<file path="config.mk">
export PLATFORM = sky130hd
export DESIGN_NAME = sreg_rx
export DESIGN_NICKNAME = d
export VERILOG_FILES = /design/src/rtl/sreg_rx_pkg.sv /design/src/rtl/sreg_rx_sync.sv /design/src/rtl/sreg_rx_frame.sv /design/src/rtl/sreg_rx_regs.sv /design/src/rtl/sreg_rx.sv
export SDC_FILE = /design/constraint.sdc
export NUM_CORES = 1
export LEC_CHECK = 0
export BUFFER_PORTS_ARGS = -buffer_cell sky130_fd_sc_hd__buf_2
export CAP_MARGIN = 0
export CORE_ASPECT_RATIO = 1.5
export CORE_MARGIN = 1.5
export CORE_UTILIZATION = 40
export CTS_CLUSTER_DIAMETER = 120
export DETAILED_ROUTE_END_ITERATION = 8
export GPL_TIMING_DRIVEN = 0
export HOLD_SLACK_MARGIN = 0.08
export PLACE_DENSITY = 0.59
export SLEW_MARGIN = 40
export SYNTH_ARGS = -nofsm -noshare
export SYNTH_HDL_FRONTEND = slang
export SYNTH_HIERARCHICAL = 1
export SYNTH_SLANG_ARGS = --single-unit
</file>
<file path="constraint.sdc">
create_clock -name clk_i -period 5.7 [get_ports clk_i]
set_clock_uncertainty 0.05 [all_clocks]
set_input_delay 0.57 -clock clk_i [delete_from_list [all_inputs] [get_ports clk_i]]
set_output_delay 0.57 -clock clk_i [all_outputs]
set_load 0.03 [all_outputs]
</file>
<file path="src/rtl/sreg_rx_pkg.sv">
package sreg_rx_pkg;
  localparam int DATA_W   = 32;
  localparam int ADDR_W   = 8;
  localparam int FRAME_HI = DATA_W + ADDR_W;
  localparam int CNT_W    = 6;

  typedef struct packed {
    logic              valid;
    logic [ADDR_W-1:0] addr;
    logic [DATA_W-1:0] data;
  } wr_req_t;
endpackage

</file>
<file path="src/rtl/sreg_rx_sync.sv">
module sreg_rx_sync #(
  parameter int         WIDTH   = 3,
  parameter logic [WIDTH-1:0] RST_VAL = '0
) (
  input  logic             clk_i,
  input  logic             rst_ni,
  input  logic [WIDTH-1:0] d_i,
  output logic [WIDTH-1:0] q_o
);
  for (genvar g = 0; g < WIDTH; g++) begin : g_bit
    logic [1:0] ff_q;
    always_ff @(posedge clk_i or negedge rst_ni) begin
      if (!rst_ni) ff_q <= {2{RST_VAL[g]}};
      else         ff_q <= {ff_q[0], d_i[g]};
    end
    assign q_o[g] = ff_q[1];
  end
endmodule

</file>
<file path="src/rtl/sreg_rx_frame.sv">
module sreg_rx_frame
  import sreg_rx_pkg::*;
(
  input  logic             clk_i,
  input  logic             rst_ni,
  input  logic             sclk_s_i,
  input  logic             sdata_s_i,
  input  logic             stb_ns_i,
  output wr_req_t          wr_o,
  output logic             stb_rise_o,
  output logic [CNT_W-1:0] cnt_o
);
  localparam logic [CNT_W-1:0] CNT_HI   = CNT_W'(FRAME_HI);
  localparam logic [CNT_W-1:0] CNT_FLAG = CNT_W'(FRAME_HI + 1);
  localparam logic [CNT_W-1:0] CNT_BAD  = '1;

  logic                sclk_d_q, stb_d_q;
  logic                sclk_rise, stb_rise;
  logic [CNT_W-1:0]    cnt_q;
  logic [FRAME_HI-1:0] sh_q;
  logic                flag_q;

  assign sclk_rise = sclk_s_i & ~sclk_d_q;
  assign stb_rise  = stb_ns_i & ~stb_d_q;

  always_ff @(posedge clk_i or negedge rst_ni) begin
    if (!rst_ni) begin
      sclk_d_q <= 1'b0;
      stb_d_q  <= 1'b1;
    end else begin
      sclk_d_q <= sclk_s_i;
      stb_d_q  <= stb_ns_i;
    end
  end

  always_ff @(posedge clk_i or negedge rst_ni) begin
    if (!rst_ni) begin
      cnt_q  <= '0;
      sh_q   <= '0;
      flag_q <= 1'b0;
      wr_o   <= '0;
    end else begin
      wr_o.valid <= 1'b0;
      if (stb_rise) begin
        // strobe rise ends every frame, valid or not
        if (cnt_q == CNT_FLAG && flag_q) begin
          wr_o.valid <= 1'b1;
          wr_o.data  <= sh_q[FRAME_HI-1:ADDR_W];
          wr_o.addr  <= sh_q[ADDR_W-1:0];
        end
        cnt_q  <= '0;
        flag_q <= 1'b0;
      end else if (sclk_rise) begin
        if (stb_ns_i) begin
          if (cnt_q < CNT_HI) begin
            sh_q  <= {sh_q[FRAME_HI-2:0], sdata_s_i};
            cnt_q <= cnt_q + 1'b1;
          end else begin
            cnt_q <= CNT_BAD;
          end
        end else if (cnt_q == CNT_HI) begin
          flag_q <= sdata_s_i;
          cnt_q  <= CNT_FLAG;
        end else begin
          cnt_q <= CNT_BAD;
        end
      end
    end
  end

  assign stb_rise_o = stb_rise;
  assign cnt_o      = cnt_q;
endmodule

</file>
<file path="src/rtl/sreg_rx_regs.sv">
module sreg_rx_regs
  import sreg_rx_pkg::*;
#(
  parameter int                NUM_REGS = 4,
  parameter int                RST_CYC  = 2048,
  parameter logic [ADDR_W-1:0] RST_ADDR = 8'h80
) (
  input  logic                       clk_i,
  input  logic                       rst_ni,
  input  wr_req_t                    wr_i,
  output logic [NUM_REGS*DATA_W-1:0] regs_o,
  output logic [DATA_W-1:0]          rst_ctrl_o,
  output logic                       rst_req_o
);
  localparam int PW = $clog2(RST_CYC + 1);
  localparam logic [PW-1:0] P_LAST = PW'(RST_CYC - 1);

  for (genvar k = 0; k < NUM_REGS; k++) begin : g_reg
    logic [DATA_W-1:0] r_q;
    logic              hit;
    assign hit = wr_i.valid && (wr_i.addr == ADDR_W'(k));
    always_ff @(posedge clk_i or negedge rst_ni) begin
      if (!rst_ni)  r_q <= '0;
      else if (hit) r_q <= wr_i.data;
    end
    assign regs_o[k*DATA_W +: DATA_W] = r_q;
  end

  logic [DATA_W-1:0] ctrl_q;
  logic              act_q;
  logic [PW-1:0]     pcnt_q;
  logic              ctrl_hit;

  assign ctrl_hit = wr_i.valid && (wr_i.addr == RST_ADDR) && !act_q;

  always_ff @(posedge clk_i or negedge rst_ni) begin
    if (!rst_ni) begin
      ctrl_q <= '0;
      act_q  <= 1'b0;
      pcnt_q <= '0;
    end else if (act_q) begin
      if (pcnt_q == '0) begin
        act_q  <= 1'b0;
        ctrl_q <= '0;
      end else begin
        pcnt_q <= pcnt_q - 1'b1;
      end
    end else if (ctrl_hit) begin
      ctrl_q <= wr_i.data;
      if (wr_i.data == DATA_W'(1)) begin
        act_q  <= 1'b1;
        pcnt_q <= P_LAST;
      end
    end
  end

  assign rst_ctrl_o = ctrl_q;
  assign rst_req_o  = act_q;
endmodule

</file>
<file path="src/rtl/sreg_rx.sv">
module sreg_rx
  import sreg_rx_pkg::*;
#(
  parameter int                NUM_REGS = 4,
  parameter int                RST_CYC  = 2048,
  parameter logic [ADDR_W-1:0] RST_ADDR = 8'h80
) (
  input  logic                       clk_i,
  input  logic                       rst_ni,
  input  logic                       sclk_i,
  input  logic                       sdata_i,
  input  logic                       stb_ni,
  output logic [NUM_REGS*DATA_W-1:0] regs_o,
  output logic [DATA_W-1:0]          rst_ctrl_o,
  output logic                       rst_req_o
);
  logic [2:0]       sync_q;
  wr_req_t          wr;
  logic             stb_rise;
  logic [CNT_W-1:0] frm_cnt;

  sreg_rx_sync #(.WIDTH(3), .RST_VAL(3'b100)) u_sync (
    .clk_i  (clk_i),
    .rst_ni (rst_ni),
    .d_i    ({stb_ni, sdata_i, sclk_i}),
    .q_o    (sync_q)
  );

  sreg_rx_frame u_frame (
    .clk_i      (clk_i),
    .rst_ni     (rst_ni),
    .sclk_s_i   (sync_q[0]),
    .sdata_s_i  (sync_q[1]),
    .stb_ns_i   (sync_q[2]),
    .wr_o       (wr),
    .stb_rise_o (stb_rise),
    .cnt_o      (frm_cnt)
  );

  sreg_rx_regs #(.NUM_REGS(NUM_REGS), .RST_CYC(RST_CYC), .RST_ADDR(RST_ADDR)) u_regs (
    .clk_i      (clk_i),
    .rst_ni     (rst_ni),
    .wr_i       (wr),
    .regs_o     (regs_o),
    .rst_ctrl_o (rst_ctrl_o),
    .rst_req_o  (rst_req_o)
  );
endmodule

</file>
==> reports/metrics.cfg, run 1 <==
[place]
place.detailed.hpwl_um = 16100
gp_congestion = 0.771
placement.cell_area_um2 = 11900
port_buffers = 165

[power_and_ir_drop]
share_seq_of_total_power = 0.524
irDropWorstVdd_uv = 228
power_density_nw_per_um2 = 292
power.clock.fraction = 0.453
leakage_nw = 7.04
switching_share = 0.211
comb_power_share = 0.023
intPower_w = 0.00293
netSwitchingPower_w = 0.000784

[grt]
globalRouteTotalUtil = 0.174
number_of_global_route_vias_before_repair = 6500
initial_antenna_violation_count = 0
grt_max_degree = 63
grt_first_pass_wirelength_um = 37100
globalRoute.totalOverflow = 0

[run_status]
run_status = finished clean

[floorplanning]
design.core.area_um2 = 25800
ioPinCount = 166
die_x_um = 135
initial_utilization = 0.407
design.die.area_um2 = 27200
die-height_um = 201
row_count = 72

[sta]
tightestPinTransition_ps = 711
period_share = 0.463
timing.fmax_mhz = 379
timing.slew.headroom = 0.526
hold_viol = 0
report.final.setup_viol = 0
fin_hold_ws_ps = 111
total_negative_slack_ps = 0
unrepaired_setup_endpoints_after_global_routing = false
slew_violations = 0
period_minus_slack_ps = 2640

[route]
drt_iter0_markers = 291
detailedRoute.firstPassIterationCount = 4
vias = 6250
post-route-drc-count = 0
wire_per_inst_um = 19.2
post_drt_via_cell_ratio = 5.10
drt_wl_total_um = 23600
postRouteAntennaNets = 0

[critical_path]
timing.critical_path.buf_inv = 3
reg2reg_from = u_regs/pcnt_q[0]
slowest_stage_cell_crit_path = sky130_fd_sc_hd__a21oi_1
crit_path_from = u_regs/pcnt_q[0]
cp.required_ps = 6110
critical_path.startpoint_type = flip-flop
worstPathCellList = inv_1 -> ha_1 -> nor4b_2 -> and4_1 -> buf_2 -> a21oi_1 -> clkbuf_1 -> a22o_1
worst_path_largest_cell_delay_ps = 550
worst_ep_arrival_time_ps = 3050
worstSetupPathType = flip-flop to flip-flop
timing.reg2reg.setup_slack_ps = 3060
cp_top_family = compound AO/OA/AOI/OAI gates
crit_path_end_kind = flip-flop
critPathMaxFanout = 10

[yosys]
netlist_area_um2 = 10500
netlist-cell-type-count = 51
synth-edff-count = 0
synth_warnings = 6
synth-async-reset-ratio = 1.00
sequential_to_total_area_share_from_yosys_stat = 0.642
netlist_instances = 676
syn-num-nets = 686
synth_area_per_cell_um2 = 15.5
yosys_most_used_dff = sky130_fd_sc_hd__dfrtp_1
synth.ff_latch_count = 269

[finish]
insertedDiodeCount = 0
num-nets-final = 884
share_of_post_route_cells_with_drive_strength_above_1 = 0.413
fillCellCount = 2306
fin_util = 0.493
post_route_cell_area_um2 = 12700
area_grow_syn2layout_pct = 21.1

[worst_hold_path]
hold_path_class = primary input to flip-flop
min_from = stb_ni

[clock_network]
clock_tree.buffer_depth = 3
numCtsBuffers = 26
cts_tree = yes
cts-htree-levels = 1
cts_hold_fix_bufs = 1
cts.sinks = 269
ctsRootBufferMaster = sky130_fd_sc_hd__clkbuf_16
clock_latency_ps = 530
cts_resized = 0
clk_transition_reported_paths_ps = 60
cts.repair_timing.setup_buffer_count = 0

[flow_run]
cap_violations = 0

-- state kept, by name, indices dropped and copies added, names as in the netlist --
signal / count
u_frame/sh_q: 40
u_frame/sclk_d_q: 1
u_frame/cnt_o: 6
u_regs/rst_ctrl_o: 32
u_frame/stb_d_q: 1
u_sync/g_bit.ff_q: 6
u_frame/flag_q: 1
u_regs/g.r_q: 128
u_regs/pcnt_q: 12
u_regs/rst_req_o: 1
u_frame/wr_o: 41
-- metal layers --
| metal | global-route usage | part of all wire | vias to the layer above | wire (µm) |
|---|---|---|---|---|
| met5 | 0 | 0 | - | 0 |
| li1 | - | - | 2851 | - |
| met4 | 0.0422 | 0.018 | 0 | 420 |
| met3 | 0.0239 | 0.036 | 24 | 846 |
| met1 | 0.227 | 0.43 | 3248 | 10100 |
| met2 | 0.304 | 0.52 | 127 | 12200 |
-- layout by cell type (no fill, tap or decap), drive strengths merged, types with 2 or more instances in the layout --
master,Yosys,routed
dfrtp,266,266
mux2,207,207
buf,27,196
clkbuf,8,49
a22o,32,32
nor2,14,14
nand2,13,13
nand3,11,11
inv,10,10
a21oi,9,9
o21ai,9,9
nor4,9,9
nor3,7,7
ha,5,5
clkinv,0,5
or3,4,4
nand4,4,4
or4,4,4
nor2b,3,3
nand2b,3,3
a2111oi,3,3
dfstp,3,3
and4,3,3
nand3b,2,2
a22oi,2,2
o31ai,2,2
o21a,2,2
-- Yosys cell counts, types with 2 or more instances --
master | number | area share
sky130_fd_sc_hd__buf_2 | 18 | 0.0086
sky130_fd_sc_hd__or4_4 | 2 | 0.0021
sky130_fd_sc_hd__nand3_1 | 11 | 0.0052
sky130_fd_sc_hd__buf_4 | 3 | 0.0021
sky130_fd_sc_hd__nand3b_1 | 2 | 0.0014
sky130_fd_sc_hd__or3_1 | 4 | 0.0024
sky130_fd_sc_hd__nand4_1 | 3 | 0.0018
sky130_fd_sc_hd__nand2_1 | 13 | 0.0046
sky130_fd_sc_hd__mux2_4 | 30 | 0.043
sky130_fd_sc_hd__buf_12 | 3 | 0.0057
sky130_fd_sc_hd__a21oi_1 | 9 | 0.0043
sky130_fd_sc_hd__o21ai_0 | 7 | 0.0033
sky130_fd_sc_hd__or4_1 | 2 | 0.0014
sky130_fd_sc_hd__a2111oi_0 | 3 | 0.0025
sky130_fd_sc_hd__nor2_1 | 14 | 0.0050
sky130_fd_sc_hd__nor4_1 | 8 | 0.0048
sky130_fd_sc_hd__nand2b_1 | 3 | 0.0018
sky130_fd_sc_hd__dfrtp_1 | 266 | 0.63
sky130_fd_sc_hd__and4_1 | 3 | 0.0025
sky130_fd_sc_hd__dfstp_2 | 3 | 0.0075
sky130_fd_sc_hd__a22o_1 | 32 | 0.027
sky130_fd_sc_hd__clkbuf_1 | 8 | 0.0029
sky130_fd_sc_hd__buf_1 | 2 | 0.00072
sky130_fd_sc_hd__mux2_2 | 97 | 0.10
sky130_fd_sc_hd__a22oi_1 | 2 | 0.0014
sky130_fd_sc_hd__o21ai_1 | 2 | 0.00095
sky130_fd_sc_hd__o31ai_1 | 2 | 0.0014
sky130_fd_sc_hd__nor2b_1 | 3 | 0.0018
sky130_fd_sc_hd__mux2_1 | 80 | 0.086
sky130_fd_sc_hd__inv_1 | 9 | 0.0032
sky130_fd_sc_hd__o21a_1 | 2 | 0.0014
sky130_fd_sc_hd__nor3_1 | 7 | 0.0033
sky130_fd_sc_hd__ha_1 | 5 | 0.0060
-- power by group through the flow --
| stage | sequential, W | combinational, W | clock [W] |
|---|---|---|---|
| 2_1_floorplan | 0.00198 | 0.0000319 | 0 |
| 3_3_place_gp | 0.00198 | 0.0000777 | 0 |
| 3_5_place_dp | 0.00198 | 0.0000893 | 0 |
| 4_1_cts | 0.00194 | 0.0000901 | 0.00174 |
| 5_1_grt | 0.00195 | 0.000101 | 0.00180 |
| 6_report | 0.00194 | 0.0000860 | 0.00168 |
-- area by class of cell --
| class | count | area, µm² | share of cell area |
|---|---|---|---|
| sequential | 269 | 6740 | 0.530 |
| clock inverter | 6 | 70.1 | 0.00551 |
| buffer | 35 | 221 | 0.0174 |
| multi-input combinational | 362 | 3510 | 0.276 |
| tap | 333 | 417 | 0.0328 |
| inverter | 10 | 37.5 | 0.00295 |
| timing repair buffer | 170 | 956 | 0.0752 |
| clock buffer | 41 | 767 | 0.0603 |
-- final timing paths --
| check | cells after the start | to |
|---|---|---|
| min reg2reg | 0 | u_sync/g_bit[1].ff_q[1] |
| max in group asynchronous | 5 | u_regs/g_reg[3].r_q[22] |
| min | 1 | u_sync/g_bit[2].ff_q[0] |
| max reg2reg | 8 | u_regs/rst_ctrl_o[26] |
| min in group asynchronous | 2 | u_regs/g_reg[1].r_q[3] |
| max | 8 | u_regs/rst_ctrl_o[26] |
-- through the flow --
| stage | setup WS, ps | power [W] | instances |
|---|---|---|---|
| global placement | -1050 | 0.00206 | 1174 |
| detailed placement | 3080 | 0.00207 | 1178 |
| floorplan | 3640 | 0.00201 | 676 |
| finish | 3060 | 0.00371 | 1226 |
| CTS | 3060 | 0.00377 | 1226 |
| global route | 2950 | 0.00385 | 1226 |
-- cells by family after synthesis --
family | share of synthesized area
buffers and inverters | 0.0247
adders and majority gates | 0.00596
AOI/OAI and AO/OA | 0.0478
muxes | 0.234
DFF | 0.642
xor gates and xnor gates | 0.000834
and+or+nand+nor | 0.0455
-- worst reg2reg max path: stages, from the launching register on --
cell and delay, ps:
sky130_fd_sc_hd__dfrtp_1 400, sky130_fd_sc_hd__inv_1 100, sky130_fd_sc_hd__ha_1 220, sky130_fd_sc_hd__nor4b_2 190
sky130_fd_sc_hd__and4_1 200, sky130_fd_sc_hd__buf_2 170, sky130_fd_sc_hd__a21oi_1 550, sky130_fd_sc_hd__clkbuf_1 470
sky130_fd_sc_hd__a22o_1 220
(Power assumes the default switching activity.)
==> run 2: changes to the inputs <==
Settings changed: ABC_AREA set to 1, PLACE_DENSITY 0.59 to 0.61.
Clock period 5.7 ns to 2.4 ns, I/O delays scaled along.
==> reports/metrics.cfg, run 2 <==
[critical_path]
worstSetupPathType = flip-flop to flip-flop
reg2reg_from = u_frame/wr_o[9]
cp.required_ps = 2750
cpMostUsedCell = sky130_fd_sc_hd__nand2_1
worstPathCellList = inv_1 -> nand2_1 -> nor2_1 -> nand2_1 -> nor2_1 -> nand3_1 -> buf_2 -> nand3_1 -> nand2_1
crit_path_from = u_frame/wr_o[9]
worst_ep_arrival_time_ps = 2350
critPathMaxFanout = 10
worst_path_largest_cell_delay_ps = 380
slowest_stage_cell_crit_path = sky130_fd_sc_hd__dfrtp_1
crit_path_end_kind = flip-flop
critical_path.startpoint_type = flip-flop

[grt]
number_of_global_route_vias_before_repair = 8256
globalRoute.totalOverflow = 0
initial_antenna_violation_count = 0
grt_max_degree = 74
grt_first_pass_wirelength_um = 44000
globalRouteTotalUtil = 0.198

[place]
place_inst = 1647
place.detailed.hpwl_um = 19700
port_buffers = 165
placement.cell_area_um2 = 12200
gp_congestion = 0.836

[sta]
fin_hold_ws_ps = 299
tightestPinTransition_ps = 561
timing.slew.headroom = 0.626
slew_violations = 0
timing.fmax_mhz = 501
period_share = 0.832
report.final.setup_viol = 0
hold_viol = 0
unrepaired_setup_endpoints_after_global_routing = false
period_minus_slack_ps = 2000

[floorplanning]
ioPinCount = 166
row_count = 73
die_x_um = 137
die-height_um = 204
design.die.area_um2 = 28000
design.core.area_um2 = 26500
initial_utilization = 0.407

[yosys]
sequential_to_total_area_share_from_yosys_stat = 0.624
synth_warnings = 6
synth_area_per_cell_um2 = 9.46
post-synth-top-count-cell = sky130_fd_sc_hd__nand2_1
synth-async-reset-ratio = 1.00
netlist_area_um2 = 10800
netlist_instances = 1141
synth.ff_latch_count = 269
synth_top_area_cell = sky130_fd_sc_hd__dfrtp_1
synth-edff-count = 0
yosys_most_used_dff = sky130_fd_sc_hd__dfrtp_1
ys_top_cells_by_count = sky130_fd_sc_hd__nand2_1, sky130_fd_sc_hd__dfrtp_1, sky130_fd_sc_hd__o21ai_0
synth.top_cell.area_share = 0.617
synth.area.top_cells = sky130_fd_sc_hd__dfrtp_1, sky130_fd_sc_hd__nand2_1, sky130_fd_sc_hd__o21ai_0
netlist-cell-type-count = 32
syn-num-nets = 1151

[route]
wire_per_inst_um = 16.1
post_drt_via_cell_ratio = 4.93
postRouteAntennaNets = 0
detailedRoute.firstPassIterationCount = 5
post-route-drc-count = 0
drt_iter0_markers = 420
drt_wl_total_um = 27400
vias = 8394

[power_and_ir_drop]
power_density_nw_per_um2 = 715
design_power_total_w = 0.00943
leakage_nw = 7.01
irDropWorstVdd_uv = 508

[finish]
share_of_post_route_cells_with_drive_strength_above_1 = 0.228
num-nets-final = 1354
insertedDiodeCount = 0
registers.top_by_ff_count = u_regs/g.r_q
fillCellCount = 2538
largest_register_ff_count = 128
registers_with_the_most_flip_flops = u_regs/g.r_q (128), u_frame/wr_o (41), u_frame/sh_q (40)
mostFrequentLayoutCells = sky130_fd_sc_hd__nand2_1, sky130_fd_sc_hd__dfrtp_1, sky130_fd_sc_hd__buf_2
post_route_cell_area_um2 = 13200
commonest_non_fill_non_tap_cell_in_the_layout = sky130_fd_sc_hd__nand2_1
post_layout_nonfiller_instances = 1701
area_grow_syn2layout_pct = 22.2

[clock_network]
ctsRootBufferMaster = sky130_fd_sc_hd__clkbuf_16
cts_tree = yes
cts-htree-levels = 1
cts_resized = 0
clock_latency_ps = 520
clock_tree.buffer_depth = 3
clk_transition_reported_paths_ps = 60
numCtsBuffers = 26
cts.sinks = 269

[flow_run]
cap_violations = 0

[worst_hold_path]
hold_path_class = flip-flop to flip-flop
min_from = u_sync/g_bit[0].ff_q[0]

[run_status]
run_status = finished clean

-- run 2: cell types whose count changed in the layout (fill, tap and decap cells not counted), moves of 55 or more --
cell	change
sky130_fd_sc_hd__inv_1	+55
sky130_fd_sc_hd__nand2_1	+384
sky130_fd_sc_hd__o21ai_0	+125
sky130_fd_sc_hd__mux2_2	-97
sky130_fd_sc_hd__nand3_1	+87
sky130_fd_sc_hd__mux2_1	-80
-- run 2: cell families after synthesis --
| family | share of synthesized area |
|---|---|
| adder cells (fa/ha/maj) | 0.00580 |
| buffers and inverters | 0.0614 |
| XOR/XNOR | 0.000812 |
| flip-flops | 0.624 |
| AND/OR/NAND/NOR | 0.217 |
| AO/OA/AOI/OAI | 0.0906 |
-- run 2: path summary, 6_finish.rpt --
kind | to | slack (ps) | depth (start not counted)
max | u_regs/pcnt_q[1] | 400 | 9
min | u_sync/g_bit[0].ff_q[1] | 300 | 0
max reg2reg | u_regs/pcnt_q[1] | 400 | 9
min reg2reg | u_sync/g_bit[0].ff_q[1] | 300 | 0
max in group asynchronous | u_regs/g_reg[2].r_q[2] | 490 | 6
min in group asynchronous | u_regs/g_reg[3].r_q[25] | 600 | 3
-- run 2: metrics by stage --
| step | worst slack [ps] | setup TNS (ps) | utilization |
|---|---|---|---|
| after floorplan | 791 | 0 | - |
| after global placement | -3910 | -1037800 | 0.455 |
| after detailed placement | 409 | 0 | 0.459 |
| after CTS | 399 | 0 | 0.498 |
| after global routing | 295 | 0 | 0.498 |
| final | 404 | 0 | 0.498 |
-- run 2: timing repair --
item                                    4_1_cts  5_1_grt
endpoints found under the hold margin        78        0
endpoints found under the setup margin        0        0
setup buffers                                 0        0
hold buffers                                  6        0
-- run 2: worst max-delay path: cells and delay by family (launching register included) --
family / cells / cell delay, ps
flip-flops: 1 / 380
buffers and inverters: 2 / 500
AND/OR/NAND/NOR: 7 / 940
-- run 2: power by group --
group | internal, W | leakage [nW] | switching, W
clock | 0.00278 | 0.471 | 0.00176
sequential | 0.00458 | 3.73 | 0.0000385
combinational | 0.0000797 | 2.81 | 0.000188
-- run 2: layout make-up --
cell class	count	area, µm²	share of cell area
inverter	68	258	0.0195
clock inverter	18	267	0.0202
sequential	269	6740	0.511
multi-input combinational	745	3390	0.257
buffer	59	405	0.0307
clock buffer	30	707	0.0536
timing repair buffer	175	1010	0.0763
tap	337	422	0.0320
-- run 2: routing by layer --
| layer | wire (µm) | GRT usage |
|---|---|---|
| met5 | 0 | 0 |
| met4 | 674 | 0.0538 |
| met2 | 14400 | 0.365 |
| met3 | 1170 | 0.0228 |
| met1 | 11100 | 0.242 |
